==> src/rtl/reply_decoder.sv <==
module reply_decoder #(
  parameter int AMP_W     = 12,
  parameter int CNT_W     = 8,
  parameter int MIN_W     = 24,
  parameter int MAX_W     = 48,
  parameter int SLOT_STEP = 116,
  parameter int SLOT_TOL  = 8
) (
  input  logic             clk,
  input  logic             rst_n,
  input  logic [AMP_W-1:0] env,
  input  logic [AMP_W-1:0] thr,
  input  logic             short_mode,
  output logic             pulse_done,
  output logic             pulse_ok,
  output logic [CNT_W-1:0] pulse_width,
  output logic [AMP_W-1:0] pulse_peak,
  output logic             code_valid,
  output logic [11:0]      code
);
  localparam int PH_W = $clog2(SLOT_STEP);
  localparam int NSLOT = 14;
  localparam logic [PH_W-1:0] PH_LAST = PH_W'(SLOT_STEP - 1);
  localparam logic [PH_W-1:0] TOL_LO  = PH_W'(SLOT_TOL);
  localparam logic [PH_W-1:0] TOL_HI  = PH_W'(SLOT_STEP - SLOT_TOL);
  localparam logic [3:0] F2_SLOT = 4'(NSLOT);
  localparam logic [CNT_W-1:0] W_MIN = CNT_W'(MIN_W);
  localparam logic [CNT_W-1:0] W_MAX = CNT_W'(MAX_W);
  localparam logic [CNT_W-1:0] W_SAT = '1;

  typedef enum logic [1:0] {IDLE, CAND, FRAME} st_t;
  st_t st;

  logic             in_pulse;
  logic [CNT_W-1:0] wcnt;
  logic [AMP_W-1:0] peak;
  logic [PH_W-1:0]  ph;
  logic [3:0]       sidx;
  logic             hit_q;
  logic [3:0]       slot_q;
  logic [13:0]      slots;

  wire above    = env > thr;
  wire lead     = above & ~in_pulse;
  wire trail    = ~above & in_pulse;
  wire width_ok = (wcnt >= W_MIN) && (wcnt <= W_MAX);
  wire near_lo  = ph <= TOL_LO;
  wire near_hi  = ph >= TOL_HI;
  wire frozen   = (sidx == F2_SLOT) && (ph > TOL_LO);
  wire good_end = trail && width_ok && hit_q;
  wire f2_hit   = good_end && (slot_q == F2_SLOT);

  wire [11:0] ident_code = {slots[1], slots[2], slots[3], slots[4], slots[5], slots[6],
                            slots[8], slots[9], slots[10], slots[11], slots[12], slots[13]};
  wire [11:0] short_code = {8'b0, slots[1], slots[2], slots[3], slots[4]};

  always_ff @(posedge clk) begin
    if (!rst_n) begin
      in_pulse    <= 1'b0;
      wcnt        <= '0;
      peak        <= '0;
      pulse_done  <= 1'b0;
      pulse_ok    <= 1'b0;
      pulse_width <= '0;
      pulse_peak  <= '0;
    end else begin
      pulse_done <= trail;
      if (lead) begin
        in_pulse <= 1'b1;
        wcnt     <= CNT_W'(1);
        peak     <= env;
      end else if (above) begin
        wcnt <= (wcnt == W_SAT) ? wcnt : wcnt + 1'b1;
        peak <= (env > peak) ? env : peak;
      end
      if (trail) begin
        in_pulse    <= 1'b0;
        pulse_ok    <= width_ok;
        pulse_width <= wcnt;
        pulse_peak  <= peak;
      end
    end
  end

  always_ff @(posedge clk) begin
    if (!rst_n) begin
      st         <= IDLE;
      ph         <= '0;
      sidx       <= '0;
      hit_q      <= 1'b0;
      slot_q     <= '0;
      slots      <= '0;
      code_valid <= 1'b0;
      code       <= '0;
    end else begin
      code_valid <= 1'b0;
      if (st != IDLE && !frozen) begin
        if (ph == PH_LAST) begin
          ph   <= '0;
          sidx <= sidx + 1'b1;
        end else begin
          ph <= ph + 1'b1;
        end
      end
      case (st)
        IDLE: if (lead) begin
          st    <= CAND;
          ph    <= PH_W'(1);
          sidx  <= '0;
          slots <= '0;
          hit_q <= 1'b0;
        end
        CAND: if (trail) st <= width_ok ? FRAME : IDLE;
        default: begin
          if (lead) begin
            hit_q  <= near_lo | near_hi;
            slot_q <= near_lo ? sidx : sidx + 1'b1;
          end
          if (good_end && slot_q != 4'd0 && slot_q < F2_SLOT) slots[slot_q] <= 1'b1;
          if (f2_hit) begin
            st         <= IDLE;
            code_valid <= 1'b1;
            code       <= short_mode ? short_code : ident_code;
          end else if (frozen && !in_pulse) begin
            st <= IDLE;
          end
        end
      endcase
    end
  end


  pulse_done_single_chk: assert property (@(posedge clk) disable iff (!rst_n)
    pulse_done |=> !pulse_done);

  ok_width_chk: assert property (@(posedge clk) disable iff (!rst_n)
    (pulse_done && pulse_ok) |-> (pulse_width >= W_MIN && pulse_width <= W_MAX));

  code_after_pulse_chk: assert property (@(posedge clk) disable iff (!rst_n)
    code_valid |-> (pulse_done && pulse_ok));

  code_valid_single_chk: assert property (@(posedge clk) disable iff (!rst_n)
    code_valid |=> !code_valid);

  short_upper_chk: assert property (@(posedge clk) disable iff (!rst_n)
    (code_valid && $past(short_mode)) |-> (code[11:4] == 8'd0));
endmodule

==> config.mk <==
export PLATFORM = sky130hd
export DESIGN_NAME = reply_decoder
export DESIGN_NICKNAME = d
export VERILOG_FILES = /design/src/rtl/reply_decoder.sv
export SDC_FILE = /design/constraint.sdc
export NUM_CORES = 1
export LEC_CHECK = 0
export BUFFER_PORTS_ARGS = -buffer_cell sky130_fd_sc_hd__buf_4
export CAP_MARGIN = 25
export CORE_MARGIN = 3
export CORE_UTILIZATION = 35
export DETAILED_ROUTE_END_ITERATION = 10
export GPL_TIMING_DRIVEN = 0
export PLACE_DENSITY = 0.59
export SLEW_MARGIN = 20
export SYNTH_ARGS = -nofsm -noshare
export SYNTH_HDL_FRONTEND = slang
export SYNTH_SLANG_ARGS = --single-unit
==> constraint.sdc <==
create_clock -name clk -period 4 [get_ports clk]
set_clock_uncertainty 0.2 [all_clocks]
set_input_delay 0.4 -clock clk [delete_from_list [all_inputs] [get_ports clk]]
set_output_delay 0.4 -clock clk [all_outputs]
set_load 0.02 [all_outputs]
After elaboration in Yosys (flattened, before gate mapping) --
Cells that the tools add are included.
Word-level totals: register bits after elaboration 88, latch bits 0, bits in writable memories 0, ROM bits 0, bits of input ports 27, output and inout port bits 35, memories kept 0
Operators by class: $add $sub $neg 3, multipliers 0, divide/modulo/power cells 0, magnitude comparators 10, eq/ne operators 8, shift operators 0, mux-type cells 31, bitwise gates (word level) 10, reductions and logical operators 31
Operators by type and width (count):
- 12-bit 2-to-1 mux | 4
- 14-bit 2-to-1 mux | 2
- 7-bit 2-to-1 mux | 4
- 14-bit case mux with 2 select lines | 1
- 12-bit greater-than comparator | 2
- 4-bit 2-to-1 mux | 5
- 14-bit OR | 1
- 2-bit AND reduction | 6
- 1-bit logical AND | 10
- 2-bit 2-to-1 mux | 5
- 8-bit by 1-bit adder with 8-bit output, second input constant | 1
- 4-bit == test, second input constant | 2
- 8-bit == test, second input constant | 1
- 8-bit by 5-bit greater-or-equal comparator with 1-bit output, second input constant | 1
- 8-bit by 6-bit less-or-equal comparator with 1-bit output, second input constant | 1
- 2-bit nonzero test | 4
- 4-bit nonzero test | 2
- 7-bit by 1-bit adder with 7-bit output, second input constant | 1
- 7-bit == test, second input constant | 1
- 7-bit greater-or-equal comparator, second input constant | 1
- 7-bit by 4-bit greater-than comparator with 1-bit output, second input constant | 1
- 7-bit by 4-bit less-or-equal comparator with 1-bit output, second input constant | 1
- 1-bit 2-to-1 mux | 7
- 2-bit inequality test, second input constant | 3
- other kinds (16) | 26

Longest topological paths before layout --
Gate-level depths: netlist of the first run.
depth after elaboration 9, depth in mapped cells 9, mapped depth without buffers 8

Worst setup path after synthesis of the first run --
Ideal clock, no wire load.
kind input -> register, start in thr[1], end reg ph[5], library setup time 0.138 ns, arrival time 2.247 ns, slack 1.415 ns, stages on the path 9, buffers on the path 1, cell sequence inv_1 ha_1 nor2b_1 o211ai_1 a211o_1 a311o_1 o31ai_1 buf_2 nor3_1
On the way: longest elaborated chain between the ends 4
Ends and longest elaborated chain:
- start, declared | RTL line 12 | input logic [AMP_W-1:0] thr,
- 12-bit greater-than comparator | RTL line 43 | wire above = env > thr;
- 1-bit bitwise AND | RTL line 44 | wire lead = above & ~in_pulse;
- 7-bit 2-to-1 mux | RTL line 106 | IDLE: if (lead) begin
- 7-bit 2-to-1 mux | RTL line 105 | case (st)
- end signal, assigned | RTL line 102 | ph <= ph + 1'b1;
- end, declared | RTL line 37 | logic [PH_W-1:0] ph;
No other way between the ends. A chain may end at the register's enable or synchronous reset.

Final worst setup path of the first run --
start in env[10], end reg peak[10]
On the way: longest elaborated chain between the ends 4, elaborated cells between the ends (all ways) 9, those cells by class order compare: 2; mux: 3; bitwise: 1; reduce/logical: 3
Ends and longest elaborated chain:
- start, declared | RTL line 11 | input logic [AMP_W-1:0] env,
- 12-bit greater-than comparator | RTL line 43
- 1-bit bitwise AND | RTL line 44
- 2-bit nonzero test (no source line)
- 2-bit AND reduction (no source line)
- end signal, assigned | RTL line 71 | peak <= env;
- end signal, assigned | RTL line 74 | peak <= (env > peak) ? env : peak;
- end, declared | RTL line 36 | logic [AMP_W-1:0] peak;
Several ways; a longest one is shown, not always the timed one. The select of a mux whose other input is x is not followed.

==> key figures, run 1 <==
Place
  – Placed cell areas: 0.00501 mm^2
  – Post-DP HPWL: 8090 um
  – Routability cong.: 0.851
  – IO buf count: 61

Synthesis
  – Main synth FF type: dfxtp_1
  – Commonest cells post-synth: nand2_1, dfxtp_1, a21oi_1
  – Yosys top cell area share: 39.6%
  – Most frequent cell after synthesis: nand2_1
  – Syn Area/Cell: 8.38 um^2
  – Post-Syn Area: 0.00434 mm^2
  – EDFF count, synth: 0
  – Post-synth cell types: 51
  – Syn_nets: 575
  – Sequential area share after synthesis: 39.6%
  – Post-Syn Instances: 518
  – Yosys top cell by area: dfxtp_1
  – Flops & latches, synth: 86
  – Synth top area cells: dfxtp_1, nand2_1, ha_1
  – Synth Warn #: 0
  – Async SR Flop Fraction: 0%

Power
  – P per Cell Area: 377 mW/mm^2
  – Max VDD drop: 184 uV
  – Static Leak: 2.07 nW

Global route
  – First-pass GRT wire length: 18000 um
  – Grt total ovfl: 0
  – Largest net degree at the start of global routing: 15
  – Initial antenna violation count: 0
  – Gr usage total: 15.8%
  – Vias in the first global route: 3803

Job
  – Max_cap viols: 0

Setup path
  – Worst Setup End Kind: flop
  – Crit Path Max Fanout: 10
  – Critical path launch point type: primary input
  – R2R setup slack: 1.44 ns
  – Crit Path Category: primary input to flop
  – Critical path arrival: 2.87 ns
  – Critical path origin: env[10]
  – Reg2reg start: peak[11]
  – Worst endpoint required time: 4.07 ns

Die
  – Num ports: 62
  – Die Y: 117 um
  – Die area: 0.0138 mm^2
  – Core ar.: 0.0121 mm^2
  – FP Rows: 40
  – Chip width: 117 um
  – Initial Utilization: 36.0%

Hold path
  – Worst hold start: env[6]
  – Hold Path Class: primary input to flop

CTS
  – Total CTS buffers: 9
  – Post-CTS Setup Inserts: 0
  – Hold-fix buffers at CTS: 0
  – Max Root-Sink Buffers: 2
  – Worst-path clk slew: 0.06 ns
  – Number of gates resized after cts: 0
  – CTS tree: yes
  – Clock root buffer: clkbuf_16
  – H-tree Lvls: 3
  – Clk_lat worst skew: 0.34 ns
  – CTS Sinks: 86

Drt
  – Drt pass-1 iters: 5
  – Wl on met1: 4960 um
  – Routed WL: 10700 um
  – Wire length on met3: 492 um
  – Top routing layer used: met4
  – Via-per-instance ratio: 5.16
  – DRT antenna net count: 0
  – DRC violation count after routing: 0
  – Via total after detailed routing: 3938
  – Drt wl/cell: 14.1 um
  – Met2 wire len: 5070 um
  – Initial DRC Count: 213

Timing
  – Minimum clock period: 2.79 ns
  – Slew @ Worst Pin: 0.855 ns
  – RSZ-0062 raised after global routing: false
  – Setup TNS: 0 ns
  – Relative slew slack: 42.7%
  – Slew Viols, Final: 0
  – Final setup viols: 0
  – Final hold violations: 0
  – Tcrit/Tclk final: 69.9%
  – FMAX: 358 MHz

Layout
  – Antenna diodes: 0
  – P&R area growth vs syn: 22.5%
  – Multi-input logic area: 0.00240 mm^2
  – Register Area: 0.00172 mm^2
  – Fill cells: 1211
  – Fin nets: 647
  – Share of cells above drive strength 1: 15.0%
  – Final non-filler cell area: 0.00532 mm^2

Run status
  – Status: finished, final reports clean
==> registers in the layout, summed over array words and instances, names as in the netlist, 2 cells and up <==
signal / count
sidx: 4
peak: 12
pulse_peak: 12
slots: 12
st: 2
pulse_width: 8
slot_q: 4
ph: 7
code: 12
wcnt: 8
==> layer usage <==
| metal | up-vias | GRT usage [%] |
|---|---|---|
| li1 | 1967 | - |
| met1 | 1858 | 19.6 |
| met2 | 96 | 26.6 |
| met3 | 17 | 3.81 |
| met4 | 0 | 6.38 |
| met5 | - | 0 |
==> stage by stage <==
step           hold WS [ns]  total power [mW]  util [%]  worst slack [ns]  instances
3_3_place_gp          0.243              1.16      41.5             0.885        747
3_5_place_dp          0.250              1.16      41.5             0.848        747
5_1_grt               0.144              2.09      44.1             0.962        763
6_report              0.134              2.00      44.1              1.21        763
2_1_floorplan         0.225              1.07         -              1.41        518
4_1_cts               0.128              2.03      44.1              1.21        763
==> where the power goes <==
part	internal [mW]	leakage [nW]	total [mW]	switching, mW
Combinational	0.0933	1.22	0.237	0.144
Sequential	0.880	0.696	0.903	0.0236
Clock	0.521	0.153	0.864	0.344
==> area by class of cell <==
cell class / instances / share of cell area, %
multi-input cells: 375 / 45.1
flip-flops and latches: 86 / 32.4
repair buffers: 61 / 8.61
clock buffers: 12 / 4.82
well taps: 168 / 3.95
inverters: 35 / 2.47
plain buffers: 22 / 1.72
clock inverters: 4 / 0.988
==> placed cells by master (no fill, tap or decap), types with 13 or more instances in the layout <==
cell,Yosys,routed
nor2_1,25,25
nand2_1,101,101
ha_1,30,30
dfxtp_1,86,86
clkbuf_1,17,18
a21oi_1,45,45
nand4_1,14,14
mux2i_1,28,28
inv_1,35,35
buf_4,1,62
o21ai_0,13,13
nand3_1,15,15
==> cells by family after synthesis <==
logic type,share of synthesized area (%)
AO/OA/AOI/OAI,13.9
XOR/XNOR,2.22
adder cells (fa/ha/maj),8.64
buffers and inverters,5.13
flip-flops,39.6
multiplexers,6.80
AND/OR/NAND/NOR,23.7
==> worst max-delay path, cell delays in order <==
cell	delay (ns)
buf_4	0.12
ha_1	0.32
nand4_1	0.19
a211o_1	0.40
a31oi_2	0.51
o311a_1	0.34
buf_2	0.34
mux2i_1	0.23
==> worst paths after layout <==
kind | to | cells after the start
worst min register to register | pulse_peak[2] | 2
worst max register to register | peak[10] | 9
worst min-delay path | peak[6] | 3
worst max-delay path | peak[10] | 8
Power figures use the tool's default switching activity.
==> run 2: changes to the inputs <==
Settings changed: PLACE_DENSITY 0.59 to 0.61.
Clock period 4 ns to 2.3 ns, I/O delays scaled along.
==> run 2 against run 1 <==
  * Sequential cell count unchanged
  * Die area unchanged
  * Non-clock buffer count up 30
  * Cell area up 10%
  * Largest cell class unchanged
==> key figures, run 2 (synthesized netlist as in run 1, its figures left out) <==
Timing
  – FMAX: 440 MHz
  – Relative slew slack: 58.3% (+16 points)
  – Final worst slack: 0.0293 ns (-1.18 ns)
  – Slew @ Worst Pin: 0.626 ns (-0.230 ns)
  – Minimum clock period: 2.27 ns
  – Final hold slack: 0.164 ns (+0.0296 ns)
  – RSZ-0062 raised after global routing: true
  – Final setup viols: 0 (unchanged)
  – Slew Viols, Final: 0 (unchanged)
  – Final hold violations: 0 (unchanged)
  – Tcrit/Tclk final: 98.7%

Setup path
  – Worst endpoint required time: 2.38 ns (-1.69 ns)
  – Crit Path Max Fanout: 7 (-3)
  – Critical R2R Capture: slots[9]
  – CP endpoint: slots[9]
  – Critical path launch point type: flop
  – R2R setup slack: 0.03 ns (-1.41 ns)
  – Critical path arrival: 2.35 ns (-0.52 ns)
  – Worst Setup End Kind: flop
  – R2R cell count: 6 (-3)
  – Crit Path Category: flop to flop
  – Critical path origin: wcnt[3]
  – Reg2reg start: wcnt[3]

Die
  – FP Rows: 40 (unchanged)
  – Core ar.: 0.0121 mm^2 (unchanged)
  – Num ports: 62 (unchanged)
  – Chip width: 117 um (unchanged)
  – Die Y: 117 um (unchanged)
  – Die area: 0.0138 mm^2 (unchanged)
  – Initial Utilization: 36.0% (unchanged)

CTS
  – CTS tree: yes
  – Clk_lat worst skew: 0.34 ns (about the same)
  – Clock root buffer: clkbuf_16
  – Max Root-Sink Buffers: 2 (unchanged)
  – Worst-path clk slew: 0.07 ns (about the same)
  – Total CTS buffers: 9 (unchanged)
  – H-tree Lvls: 3 (unchanged)
  – CTS Sinks: 86 (unchanged)

Place
  – Routability cong.: 0.848 (-0.36%)
  – Post-DP HPWL: 8190 um (+1.3%)
  – # placed instances: 747 (unchanged)
  – IO buf count: 61 (unchanged)
  – Post-place setup slack: -0.750 ns (-1.60 ns)

Global route
  – Initial antenna violation count: 0 (unchanged)
  – Gr usage total: 17.0% (+1.1 points)
  – First-pass GRT wire length: 19200 um (+6.6%)
  – Grt total ovfl: 0 (unchanged)
  – Vias in the first global route: 3879 (+2.0%)
  – Largest net degree at the start of global routing: 15 (unchanged)

Layout
  – Share of cells above drive strength 1: 24.0% (+9.0 points)
  – Most frequent cells in the layout: nand2_1, buf_4, dfxtp_1, a21oi_1, inv_1
  – Antenna diodes: 0 (unchanged)
  – Fin nets: 677 (+4.6%)
  – Fin util: 48.6% (+4.5 points)
  – P&R area growth vs syn: 35.1%
  – Fill cells: 1160 (-4.2%)
  – Commonest non-fill, non-tap cell in the layout: nand2_1
  – Register Area: 0.00174 mm^2 (+0.87%)
  – Multi-input logic area: 0.00260 mm^2 (+8.4%)
  – Fin cells: 793 (+3.9%)

Drt
  – DRT antenna net count: 0 (unchanged)
  – Drt wl/cell: 14.7 um (+4.5%)
  – Via-per-instance ratio: 5.14 (-0.44%)
  – Initial DRC Count: 298 (+40%)
  – Via total after detailed routing: 4075 (+3.5%)
  – DRC violation count after routing: 0 (unchanged)
  – Drt pass-1 iters: 5 (unchanged)
  – Routed WL: 11700 um (+8.6%)

Hold path
  – Hold Path Class: primary input to flop

Run status
  – Status: finished, final reports clean

Job
  – Max_cap viols: 0 (unchanged)

Power
  – P per Cell Area: 642 mW/mm^2 (+70%)
  – Max VDD drop: 290 uV (+58%)
  – Static Leak: 2.28 nW (+10%)
[run 2: worst min path at each step]
stage                   from       endpoint  slack, ns  cells past startpoint
6_report          short_mode        code[2]       0.16                      4
5_1_grt           short_mode        code[2]       0.18                      4
4_1_cts           short_mode        code[2]       0.15                      4
3_5_place_dp   pulse_peak[2]  pulse_peak[2]       0.25                      2
3_3_place_gp        slots[5]       slots[5]       0.24                      2
2_1_floorplan        env[10]       peak[10]       0.17                      2
[run 2: layout make-up]
type | instances | area share, %
Clock inverter | 5 | 1.81
Clock buffer | 11 | 3.97
Inverter | 35 | 2.28
Sequential cell | 86 | 29.6
Timing Repair Buffer | 92 | 12.4
Multi-Input combinational cell | 375 | 44.3
Tap cell | 168 | 3.58
Buffer | 21 | 2.03
[run 2: power breakdown]
group          total (mW)  switching [mW]  internal, mW
sequential           1.57          0.0375          1.53
clock                1.67           0.604          1.07
combinational       0.526           0.293         0.232
[run 2: worst max-delay path, cell delays in order (launching register included)]
cell     delay, ns
dfxtp_2       0.35
o41a_1        0.41
mux2_4        0.30
nor3_4        0.16
nand3_2       0.13
or4b_4        0.55
a21oi_2       0.12
[run 2: routing by layer]
metal	vias to the layer above	wire, um	global-route usage, %
li1	2028	-	-
met5	-	0	0
met4	0	172	5.72
met1	1929	5210	21.2
met3	13	604	4.58
met2	105	5680	28.4
[run 2: stage by stage]
stage / setup TNS, ns / power [mW] / instance area, um^2
final: 0 / 3.77 / 5870
after floorplan: -0.0875 / 1.88 / 4400
after global placement: -31.47 / 2.02 / 5070
after global routing: -0.139 / 3.93 / 5870
after CTS: -0.00572 / 3.77 / 5700
after detailed placement: -37.11 / 2.03 / 5070
[run 2: repair_timing]
item	4_1_cts	5_1_grt
endpoints found under the hold margin	12	0
cloned	1	0
setup endpoints to repair	69	63
pin swaps	12	11
hold buffers	12	0
resized for setup	29	33
setup buffers	9	9
